$ cat src/rtl/pcm_tsi_pkg.sv
package pcm_tsi_pkg;
  localparam int PCM_W = 8;
  localparam int BIT_W = $clog2(PCM_W);

  typedef enum int {
    DIR_TX = 0,
    DIR_RX = 1
  } dir_e;

  localparam int NUM_DIR = 2;
endpackage

$ cat src/rtl/pcm_bclk_edge.sv
module pcm_bclk_edge (
  input  logic clk_i,
  input  logic rst_ni,
  input  logic bclk_i,
  output logic bclk_lvl_o,
  output logic rise_o,
  output logic fall_o
);
  logic bclk_q;

  always_ff @(posedge clk_i or negedge rst_ni) begin
    if (!rst_ni) bclk_q <= 1'b0;
    else         bclk_q <= bclk_i;
  end

  assign bclk_lvl_o = bclk_q;
  assign rise_o     = bclk_i & ~bclk_q;
  assign fall_o     = ~bclk_i & bclk_q;
endmodule

$ cat src/rtl/pcm_slot_timer.sv
module pcm_slot_timer
  import pcm_tsi_pkg::*;
#(
  parameter int NUM_SLOTS = 64,
  parameter int SLOT_W    = $clog2(NUM_SLOTS)
) (
  input  logic              clk_i,
  input  logic              rst_ni,
  input  logic              rise_i,
  input  logic              fall_i,
  input  logic              fs_i,
  input  logic              delayed_i,
  input  logic              enable_i,
  input  logic [SLOT_W-1:0] slot_i,
  output logic              active_o,
  output logic [BIT_W-1:0]  bit_o,
  output logic              slot_start_o,
  output logic              frame_start_o
);
  localparam int POS_W = SLOT_W + BIT_W;
  localparam logic [POS_W-1:0] LAST_POS = POS_W'(NUM_SLOTS * PCM_W - 1);

  logic [POS_W-1:0]  pos_q, pos_d;
  logic              run_q, run_d;
  logic              fs_at_rise_q, fs_at_fall_q, armed_q;
  logic              start;
  logic [SLOT_W-1:0] target;

  assign target = delayed_i ? slot_i : '0;
  assign start  = delayed_i ? armed_q : (fs_i & ~fs_at_rise_q);

  always_comb begin
    pos_d = pos_q;
    run_d = run_q;
    if (rise_i) begin
      if (start) begin
        pos_d = '0;
        run_d = 1'b1;
      end else if (run_q) begin
        if (pos_q == LAST_POS) run_d = 1'b0;
        else                   pos_d = pos_q + 1'b1;
      end
    end
  end

  always_ff @(posedge clk_i or negedge rst_ni) begin
    if (!rst_ni) begin
      pos_q        <= '0;
      run_q        <= 1'b0;
      fs_at_rise_q <= 1'b0;
      fs_at_fall_q <= 1'b0;
      armed_q      <= 1'b0;
    end else begin
      pos_q <= pos_d;
      run_q <= run_d;
      if (rise_i) begin
        fs_at_rise_q <= fs_i;
        armed_q      <= 1'b0;
      end else if (fall_i) begin
        fs_at_fall_q <= fs_i;
        // frame mark: first falling edge that sees sync high
        if (fs_i && !fs_at_fall_q) armed_q <= 1'b1;
      end
    end
  end

  assign active_o      = run_q & enable_i & (pos_q[POS_W-1:BIT_W] == target);
  assign bit_o         = pos_q[BIT_W-1:0];
  assign slot_start_o  = rise_i & run_d & enable_i &
                         (pos_d[POS_W-1:BIT_W] == target) & (pos_d[BIT_W-1:0] == '0);
  assign frame_start_o = rise_i & start;
endmodule

$ cat src/rtl/pcm_tx_path.sv
module pcm_tx_path
  import pcm_tsi_pkg::*;
(
  input  logic             clk_i,
  input  logic             rst_ni,
  input  logic             pwr_up_i,
  input  logic             frame_start_i,
  input  logic             slot_start_i,
  input  logic             active_i,
  input  logic [BIT_W-1:0] bit_i,
  input  logic             bclk_lvl_i,
  input  logic [PCM_W-1:0] src_i,
  output logic             dx_o,
  output logic             dx_oe_o,
  output logic             tsx_no
);
  localparam logic [1:0]       GATE_OPEN = 2'd2;
  localparam logic [BIT_W-1:0] LAST_BIT  = BIT_W'(PCM_W - 1);

  logic [PCM_W-1:0] sh_q;
  logic [1:0]       sync_cnt_q;
  logic             drive;

  always_ff @(posedge clk_i or negedge rst_ni) begin
    if (!rst_ni) begin
      sh_q       <= '0;
      sync_cnt_q <= '0;
    end else begin
      if (!pwr_up_i)                                    sync_cnt_q <= '0;
      else if (frame_start_i && sync_cnt_q != GATE_OPEN) sync_cnt_q <= sync_cnt_q + 1'b1;
      if (slot_start_i) sh_q <= src_i;
    end
  end

  assign drive   = active_i & pwr_up_i & (sync_cnt_q == GATE_OPEN);
  assign dx_oe_o = drive;
  assign dx_o    = drive & sh_q[LAST_BIT - bit_i];
  // released during the low half of the last bit
  assign tsx_no  = ~(drive & ~((bit_i == LAST_BIT) & ~bclk_lvl_i));
endmodule

$ cat src/rtl/pcm_rx_path.sv
module pcm_rx_path
  import pcm_tsi_pkg::*;
(
  input  logic             clk_i,
  input  logic             rst_ni,
  input  logic             fall_i,
  input  logic             active_i,
  input  logic [BIT_W-1:0] bit_i,
  input  logic             dr_i,
  output logic [PCM_W-1:0] rx_byte_o,
  output logic             rx_valid_o
);
  localparam logic [BIT_W-1:0] LAST_BIT = BIT_W'(PCM_W - 1);

  logic [PCM_W-1:0] sh_q;
  logic             take;

  assign take = fall_i & active_i;

  always_ff @(posedge clk_i or negedge rst_ni) begin
    if (!rst_ni) begin
      sh_q       <= '0;
      rx_byte_o  <= '0;
      rx_valid_o <= 1'b0;
    end else begin
      rx_valid_o <= take & (bit_i == LAST_BIT);
      if (take) begin
        sh_q <= {sh_q[PCM_W-2:0], dr_i};
        if (bit_i == LAST_BIT) rx_byte_o <= {sh_q[PCM_W-2:0], dr_i};
      end
    end
  end
endmodule

$ cat src/rtl/pcm_tsi.sv
module pcm_tsi
  import pcm_tsi_pkg::*;
#(
  parameter int NUM_SLOTS = 64,
  parameter int SLOT_W    = $clog2(NUM_SLOTS)
) (
  input  logic              clk_i,
  input  logic              rst_ni,
  input  logic              bclk_i,
  input  logic              fsx_i,
  input  logic              fsr_i,
  input  logic              dr_i,
  input  logic              delayed_i,
  input  logic              loopback_i,
  input  logic              pwr_up_i,
  input  logic [SLOT_W:0]   tx_cfg_i,
  input  logic [SLOT_W:0]   rx_cfg_i,
  input  logic [PCM_W-1:0]  tx_byte_i,
  output logic [PCM_W-1:0]  rx_byte_o,
  output logic              rx_valid_o,
  output logic              dx_o,
  output logic              dx_oe_o,
  output logic              tsx_no
);
  logic bclk_lvl, rise, fall;

  logic [SLOT_W:0]  cfg_v       [NUM_DIR];
  logic             fs_v        [NUM_DIR];
  logic             active_v    [NUM_DIR];
  logic [BIT_W-1:0] bit_v       [NUM_DIR];
  logic             slot_start_v[NUM_DIR];
  logic             frame_v     [NUM_DIR];

  assign cfg_v[DIR_TX] = tx_cfg_i;
  assign cfg_v[DIR_RX] = rx_cfg_i;
  assign fs_v[DIR_TX]  = fsx_i;
  assign fs_v[DIR_RX]  = fsr_i;

  pcm_bclk_edge u_edge (
    .clk_i      (clk_i),
    .rst_ni     (rst_ni),
    .bclk_i     (bclk_i),
    .bclk_lvl_o (bclk_lvl),
    .rise_o     (rise),
    .fall_o     (fall)
  );

  for (genvar d = 0; d < NUM_DIR; d++) begin : g_dir
    pcm_slot_timer #(
      .NUM_SLOTS (NUM_SLOTS),
      .SLOT_W    (SLOT_W)
    ) u_timer (
      .clk_i         (clk_i),
      .rst_ni        (rst_ni),
      .rise_i        (rise),
      .fall_i        (fall),
      .fs_i          (fs_v[d]),
      .delayed_i     (delayed_i),
      .enable_i      (cfg_v[d][SLOT_W] & pwr_up_i),
      .slot_i        (cfg_v[d][SLOT_W-1:0]),
      .active_o      (active_v[d]),
      .bit_o         (bit_v[d]),
      .slot_start_o  (slot_start_v[d]),
      .frame_start_o (frame_v[d])
    );
  end

  pcm_rx_path u_rx (
    .clk_i      (clk_i),
    .rst_ni     (rst_ni),
    .fall_i     (fall),
    .active_i   (active_v[DIR_RX]),
    .bit_i      (bit_v[DIR_RX]),
    .dr_i       (dr_i),
    .rx_byte_o  (rx_byte_o),
    .rx_valid_o (rx_valid_o)
  );

  pcm_tx_path u_tx (
    .clk_i         (clk_i),
    .rst_ni        (rst_ni),
    .pwr_up_i      (pwr_up_i),
    .frame_start_i (frame_v[DIR_TX]),
    .slot_start_i  (slot_start_v[DIR_TX]),
    .active_i      (active_v[DIR_TX]),
    .bit_i         (bit_v[DIR_TX]),
    .bclk_lvl_i    (bclk_lvl),
    .src_i         (loopback_i ? rx_byte_o : tx_byte_i),
    .dx_o          (dx_o),
    .dx_oe_o       (dx_oe_o),
    .tsx_no        (tsx_no)
  );

  // frame/slot signals of the receive timer not otherwise needed
  logic unused_rx;
  assign unused_rx = slot_start_v[DIR_RX] ^ frame_v[DIR_RX];
endmodule

$ cat config.mk
export PLATFORM = sky130hd
export DESIGN_NAME = pcm_tsi
export DESIGN_NICKNAME = d
export VERILOG_FILES = /design/src/rtl/pcm_tsi_pkg.sv /design/src/rtl/pcm_bclk_edge.sv /design/src/rtl/pcm_slot_timer.sv /design/src/rtl/pcm_tx_path.sv /design/src/rtl/pcm_rx_path.sv /design/src/rtl/pcm_tsi.sv
export SDC_FILE = /design/constraint.sdc
export NUM_CORES = 1
export LEC_CHECK = 0
export ABC_AREA = 1
export ABC_CLOCK_PERIOD_IN_PS = 2700
export BUFFER_PORTS_ARGS = -buffer_cell sky130_fd_sc_hd__clkbuf_2
export CORE_MARGIN = 2
export CORE_UTILIZATION = 58
export DETAILED_ROUTE_END_ITERATION = 7
export GPL_ROUTABILITY_DRIVEN = 1
export GPL_TIMING_DRIVEN = 0
export PLACE_DENSITY = 0.8
export SETUP_SLACK_MARGIN = 0.15
export SLEW_MARGIN = 15
export SYNTH_ARGS = -nofsm -noshare
export SYNTH_HDL_FRONTEND = slang
export SYNTH_SLANG_ARGS = --single-unit
export TNS_END_PERCENT = 1
$ cat constraint.sdc
create_clock -name clk_i -period 2.7 [get_ports clk_i]
set_input_delay 0.54 -clock clk_i [delete_from_list [all_inputs] [get_ports clk_i]]
set_output_delay 0.54 -clock clk_i [all_outputs]
set_load 0.01 [all_outputs]
==> summary.txt, run 1 <==
Floorplanning
  – Die area: 6110 sq um
  – Cell Rows: 27
  – Die Width: 78.2 um
  – Overall die height: 78.2 um
  – Initial Util: 0.591
  – Area of the core: 5410 sq um
  – Ports: 43

Route
  – Initial DRC Count: 129
  – Total Wirelength: 6.87 mm
  – Antenna-violating nets left: 0
  – Via count: 2,808
  – DR vias/cell: 5.16
  – DRC Markers: 0
  – Wire per inst: 12.6 um
  – 1st-pass router iterations: 4

Logic synthesis
  – Share of the synthesized area in the top cell type: 0.415
  – Synth top area cells: dfrtp_1, nand2_1, inv_1
  – Yosys top cell by area: dfrtp_1
  – Combinational family with the most area after synthesis: simple AND/OR/NAND/NOR gates
  – Gate Count Post-Synth: 423
  – Mux contribution to synthesized area: 0.0282
  – Syn avg cell area: 7.55 sq um
  – Cell area after synthesis: 3190 sq um
  – Compound-Gate Fraction of Synth Area: 0.103
  – Mapped Nets: 462
  – Xor and xnor fraction of the mapped netlist area: 0.0110
  – Syn. warnings: 0
  – Synth cell types: 37
  – Simple-gate share of the synthesized area: 0.317
  – Post-Synth Adder-Cell Area: 0.0313
  – Yosys reg bits: 53
  – Sequential share of the synthesized area: 0.415

Timing
  – Post-route setup TNS: 0 ns
  – Min Tclk post-route: 2.45 ns
  – Max_slew headroom: 0.522
  – RSZ-0062 raised after global routing: no
  – Setup Skew: 0.00627 ns
  – Final-report setup violation count: 0
  – Max Clock Freq: 408 MHz
  – Worst slew pin tran: 0.716 ns
  – Final slew viol count: 0
  – Final hold violations: 0
  – Crit share post-route: 0.908

Worst setup path
  – Nature of the critical path endpoint: output pin
  – Crit Path Category: in2out
  – Startpoint Class: primary input
  – Reg-to-reg slack, setup: 0.44 ns
  – WP data arrival: 1.91 ns
  – Worst path top cell family by delay: buffers and inverters
  – Most numerous cell on the critical path: nand2_1
  – RR Endpoint: u_tx.sh_q[6]
  – CP peak stage delay: 0.37 ns
  – Crit-path max FO: 10
  – Worst reg2reg startpoint: u_edge.bclk_lvl_o
  – R2R depth: 14
  – Worst path bufs/invs: 4
  – Slowest stage cell, crit path: a2111oi_2
  – CP Cell Sequence: clkbuf_2 -> buf_4 -> nand2_1 -> xor2_1 -> a2111oi_2 -> nand2_1 -> inv_1 -> nand2_1 -> clkbuf_2
  – CP required: 2.16 ns

Pwr
  – Leak: 1.93 nW
  – Peak supply drop: 504 uV
  – Pwr Density: 554 nW/um^2

CTS
  – Clk_lat worst skew: 0.31 ns
  – Root buf cell: clkbuf_8
  – Clock transition at path regs: 0.10 ns
  – Depth of the CTS H-tree: 2
  – Inserted Clock Buffers: 5
  – Clock buffer depth: 2
  – TritonCTS clock tree: yes
  – Post-CTS Setup Repair Bufs: 0
  – # clock sinks: 53

Layout
  – Design area: 3590 sq um
  – Filler cells: 486
  – Layout cells sized above 1: 0.186
  – Antenna Cells: 0
  – Nets: 510
  – Area grow syn2layout: 12.4%

Placed design
  – Cell area after placement: 3490 sq um
  – HPWL Detailed: 5.22 mm
  – Port Buffer Count: 41
  – GPL Wtd Cong: 0.870

Global routing
  – Grt ovf: 0
  – Initial antenna violation count: 0
  – GRT Util Overall: 0.246
  – Vias in the first global route: 2,786
  – Global-route wire length before repair: 12.2 mm
  – Largest net degree at the start of global routing: 54

Outcome
  – Outcome: finished clean

Worst hold path
  – Worst hold path class: in2async

Flow run
  – Max_cap viols: 0
area by class of cell:
| cell class | instances | area [sq um] | share of cell area |
|---|---|---|---|
| Multi-Input combinational cell | 293 | 1570 | 0.438 |
| Sequential cell | 53 | 1330 | 0.369 |
| Inverter | 71 | 272 | 0.0756 |
| Timing Repair Buffer | 41 | 208 | 0.0579 |
| Tap cell | 72 | 90.1 | 0.0251 |
| Clock buffer | 5 | 68.8 | 0.0192 |
| Buffer | 6 | 31.3 | 0.00871 |
| Clock inverter | 3 | 21.3 | 0.00593 |
synth_stat cells, drive strengths merged:
cell type / n
o21ai: 29
o21bai: 8
o211ai: 2
nand3b: 2
dfrtp: 53
nand3: 46
o22ai: 1
a2111oi: 1
ha: 8
a21oi: 11
buf: 4
inv: 70
nor4: 2
nor2: 26
mux2: 8
xor2: 4
nor3: 6
nand2: 128
clkinv: 1
o21a: 1
o2111ai: 1
nand4: 8
o211a: 1
clkbuf: 2
worst max path at each step:
stage	start	to	slack, ns	cells past startpoint
after floorplan	delayed_i	tsx_no	0.55	7
after global placement	delayed_i	tsx_no	0.06	9
after detailed placement	delayed_i	tsx_no	0.06	9
after CTS	delayed_i	tsx_no	0.20	9
after global routing	delayed_i	tsx_no	0.16	10
final	delayed_i	tsx_no	0.25	9
where the power goes:
part	internal (mW)	leakage [nW]	switching, mW	total [mW]
Combinational	0.197	1.21	0.339	0.536
Clock	0.185	0.0445	0.272	0.457
Sequential	0.910	0.675	0.0849	0.995
Total	1.29	1.93	0.696	1.99
layout by cell type (no fill, tap or decap), types with 2 or more instances in the layout:
| cell type | Yosys | layout |
|---|---|---|
| nand2_4 | 2 | 2 |
| clkbuf_2 | 0 | 40 |
| nand4_1 | 8 | 8 |
| buf_4 | 1 | 2 |
| nor3_1 | 6 | 6 |
| ha_1 | 8 | 8 |
| o21bai_1 | 8 | 8 |
| a21oi_1 | 11 | 11 |
| nand2_1 | 119 | 119 |
| dfrtp_1 | 53 | 53 |
| nand3b_1 | 2 | 2 |
| clkbuf_1 | 2 | 2 |
| nand3_2 | 2 | 2 |
| o21ai_0 | 27 | 27 |
| clkbuf_8 | 0 | 5 |
| nor2_4 | 2 | 2 |
| inv_1 | 63 | 63 |
| nor2_2 | 2 | 2 |
| xor2_1 | 4 | 4 |
| o211ai_1 | 2 | 2 |
| inv_2 | 7 | 7 |
| mux2_2 | 8 | 8 |
| nand3_1 | 43 | 43 |
| nor2_1 | 21 | 21 |
| nand2_2 | 7 | 7 |
metal layers:
metal  track usage  vias to the layer above  wire (um)
met4        0.0684                        0        121
met2         0.428                       54       3430
met5             0                        -          0
li1              -                     1449          -
met1         0.327                     1292       3070
met3        0.0276                       13        244
what timing repair did:
action / 4_1_cts / 5_1_grt
gates cloned: 0 / 0
pin swaps: 0 / 0
gates resized for setup: 2 / 1
hold buffers: 0 / 0
endpoints found under the setup margin: 3 / 3
sequential cells by signal (all words and copies together) (netlist names), 2 cells and up:
register,count
u_tx.sync_cnt_q,2
g_dir.u_timer.fs_at_rise_q,2
u_rx.sh_q,7
g_dir.u_timer.pos_q,18
g_dir.u_timer.fs_at_fall_q,2
u_rx.rx_byte_o,8
g_dir.u_timer.run_q,2
g_dir.u_timer.armed_q,2
u_tx.sh_q,8
stage by stage:
stage | instances | power [mW] | setup WS (ns) | hold slack, ns | utilization
final | 544 | 1.99 | 0.247 | 0.296 | 0.664
after global routing | 544 | 2.13 | 0.160 | 0.373 | 0.664
after CTS | 544 | 2.00 | 0.195 | 0.331 | 0.663
after detailed placement | 536 | 1.54 | 0.0595 | 0.458 | 0.646
after global placement | 536 | 1.51 | 0.0557 | 0.454 | 0.645
after floorplan | 423 | 1.39 | 0.555 | 0.244 | -
kinds of logic (layout without fill, tap and decap cells):
family                   after synthesis  in the layout
buffers and inverters                 77            126
flip-flops                            53             53
multiplexers                           8              8
adder cells (fa/ha/maj)                8              8
AO/OA/AOI/OAI                         55             55
XOR/XNOR                               4              4
AND/OR/NAND/NOR                      218            218
(Power assumes the default switching activity.)
==> inputs of run 2 (changes only) <==
--- a/config.mk
+++ b/config.mk
@@ -13,7 +13,7 @@
 export DETAILED_ROUTE_END_ITERATION = 7
 export GPL_ROUTABILITY_DRIVEN = 1
 export GPL_TIMING_DRIVEN = 0
-export PLACE_DENSITY = 0.8
+export PLACE_DENSITY = 0.83
 export SETUP_SLACK_MARGIN = 0.15
 export SLEW_MARGIN = 15
 export SYNTH_ARGS = -nofsm -noshare
==> summary.txt, run 2 (same netlist as run 1, synthesis figures left out) <==
Outcome
  – Outcome: finished clean

Route
  – Wire per inst: 12.9 um (+2.0%)
  – Antenna-violating nets left: 0 (unchanged)
  – Met2 wire len: 3.65 mm (+6.4%)
  – Total Wirelength: 7.03 mm (+2.4%)
  – DRC Markers: 0 (unchanged)
  – 1st-pass router iterations: 4 (unchanged)
  – Routed wl met3: 318 um (+30%)
  – DR vias/cell: 5.19 (+0.56%)
  – Initial DRC Count: 154 (+19%)
  – Highest Signal Layer: met4
  – M1 WL: 2.93 mm (-4.6%)
  – Via count: 2,834 (+0.93%)

Global routing
  – Global-route wire length before repair: 11.7 mm (-4.0%)
  – Grt ovf: 0 (unchanged)
  – GRT Util Overall: 0.242 (-0.00410)
  – Vias in the first global route: 2,679 (-3.8%)
  – Largest net degree at the start of global routing: 54 (unchanged)
  – Initial antenna violation count: 0 (unchanged)

Floorplanning
  – Initial Util: 0.591 (unchanged)
  – Die Width: 78.2 um (unchanged)
  – Area of the core: 5410 sq um (unchanged)
  – Die area: 6110 sq um (unchanged)
  – Cell Rows: 27 (unchanged)
  – Overall die height: 78.2 um (unchanged)
  – Ports: 43 (unchanged)

CTS
  – Inserted Clock Buffers: 5 (unchanged)
  – Clock transition at path regs: 0.11 ns (about the same)
  – TritonCTS clock tree: yes
  – Depth of the CTS H-tree: 2 (unchanged)
  – # clock sinks: 53 (unchanged)
  – Root buf cell: clkbuf_8
  – Hold Buf Count CTS: 0 (unchanged)
  – Clock buffer depth: 2 (unchanged)
  – Clk_lat worst skew: 0.31 ns (about the same)

Layout
  – Biggest regs: g_dir.u_timer.pos_q (18), u_rx.rx_byte_o (8), u_tx.sh_q (8)
  – Final Core Density: 0.670 (+0.00579)
  – Most frequent cells in the layout: nand2_1, inv_1, dfrtp_1, nand3_1, clkbuf_2
  – Reg with most FFs: g_dir.u_timer.pos_q
  – Layout cells sized above 1: 0.192 (+0.00554)
  – Antenna Cells: 0 (unchanged)
  – Largest register FFs: 18 (unchanged)
  – Area grow syn2layout: 13.4%
  – Nets: 512 (+0.39%)
  – Most common cell after layout, fill and taps aside: nand2_1

Timing
  – Final hold violations: 0 (unchanged)
  – Crit share post-route: 0.903 (-0.00561)
  – Post-route setup TNS: 0 ns (unchanged)
  – Setup Skew: 0.00961 ns (+0.00334 ns)
  – Min Tclk post-route: 2.44 ns (-0.0151 ns)
  – Max_slew headroom: 0.521 (-0.00133)
  – Hold WS: 0.284 ns (-0.0118 ns)
  – Worst slew pin tran: 0.718 ns (+0.00200 ns)
  – RSZ-0062 raised after global routing: no
  – Max Clock Freq: 410 MHz (+0.62%)
  – Final slew viol count: 0 (unchanged)
  – Final-report setup violation count: 0 (unchanged)

Placed design
  – HPWL Detailed: 5.27 mm (+0.86%)
  – GPL Wtd Cong: 0.919 (+5.6%)
  – Port Buffer Count: 41 (unchanged)

Worst setup path
  – CP peak stage delay: 0.33 ns (-0.04 ns)
  – Most numerous cell on the critical path: nand2_1
  – CP Cell Sequence: clkbuf_2 -> buf_6 -> nand2_1 -> inv_2 -> o22ai_1 -> a2111oi_4 -> nand2_1 -> inv_1 -> nand2_1 -> clkbuf_2
  – Crit Path Category: in2out
  – Worst path top cell family by delay: buffers and inverters
  – Worst path bufs/invs: 5 (+1)
  – WP data arrival: 1.90 ns (about the same)
  – Slowest stage cell, crit path: a2111oi_4
  – Startpoint Class: primary input
  – Crit-path max FO: 10 (unchanged)
  – CP required: 2.16 ns (about the same)
  – Nature of the critical path endpoint: output pin

Flow run
  – Max_cap viols: 0 (unchanged)

Pwr
  – Peak supply drop: 399 uV (-21%)
  – Leak: 1.94 nW (+0.61%)
  – Pwr Density: 553 nW/um^2 (-0.15%)

Worst hold path
  – Worst hold path class: in2async
run 2: changes by cell type in the layout (fill, tap and decap cells not counted), sizes merged:
cell and delta:
buf +2
run 2: final timing paths:
| path | startpoint | end | slack, ns | depth (start not counted) |
|---|---|---|---|---|
| max | delayed_i | tsx_no | 0.26 | 10 |
| min | rst_ni | g_dir[0].u_timer.pos_q[7] | 0.28 | 1 |
| max reg2reg | u_edge.bclk_lvl_o | u_tx.sh_q[5] | 0.36 | 14 |
| min reg2reg | u_rx.sh_q[4] | u_rx.sh_q[4] | 0.49 | 2 |
| max in group asynchronous | rst_ni | g_dir[1].u_timer.pos_q[0] | 1.93 | 1 |
| min in group clk_i | bclk_i | u_edge.bclk_lvl_o | 0.37 | 1 |
run 2: what timing repair did:
| item | CTS | global route |
|---|---|---|
| resized for setup | 2 | 4 |
| endpoints found under the setup margin | 3 | 3 |
| pin swaps | 0 | 2 |
| cloned | 0 | 0 |
| setup buffers | 0 | 2 |
run 2: area by class of cell:
type / count / area [sq um]
Fill cell: 459 / 1780
Sequential cell: 53 / 1330
Clock inverter: 3 / 21.3
Clock buffer: 5 / 68.8
Timing Repair Buffer: 43 / 223
Buffer: 6 / 35.0
Multi-Input combinational cell: 293 / 1590
Inverter: 71 / 272
Tap cell: 72 / 90.1
run 2: report_power, final:
| part | leakage [nW] | internal (mW) | switching, mW |
|---|---|---|---|
| Sequential | 0.675 | 0.910 | 0.0858 |
| Combinational | 1.22 | 0.201 | 0.343 |
| Clock | 0.0445 | 0.185 | 0.277 |
| Total | 1.94 | 1.30 | 0.706 |
run 2: metrics by stage:
step                cell area (sq um)  std cells  total power, mW  worst slack [ns]
CTS                              3580        544             2.00             0.183
global route                     3620        546             2.14             0.145
floorplan                        3190        423             1.39             0.555
finish                           3620        546             2.00             0.262
global placement                 3490        536             1.51            0.0379
detailed placement               3490        536             1.54            0.0566
run 2: per-layer routing:
layer / GRT usage / vias up
met5: 0 / -
met4: 0.0912 / 0
met1: 0.298 / 1305
li1: - / 1457
met2: 0.434 / 60
met3: 0.0287 / 12
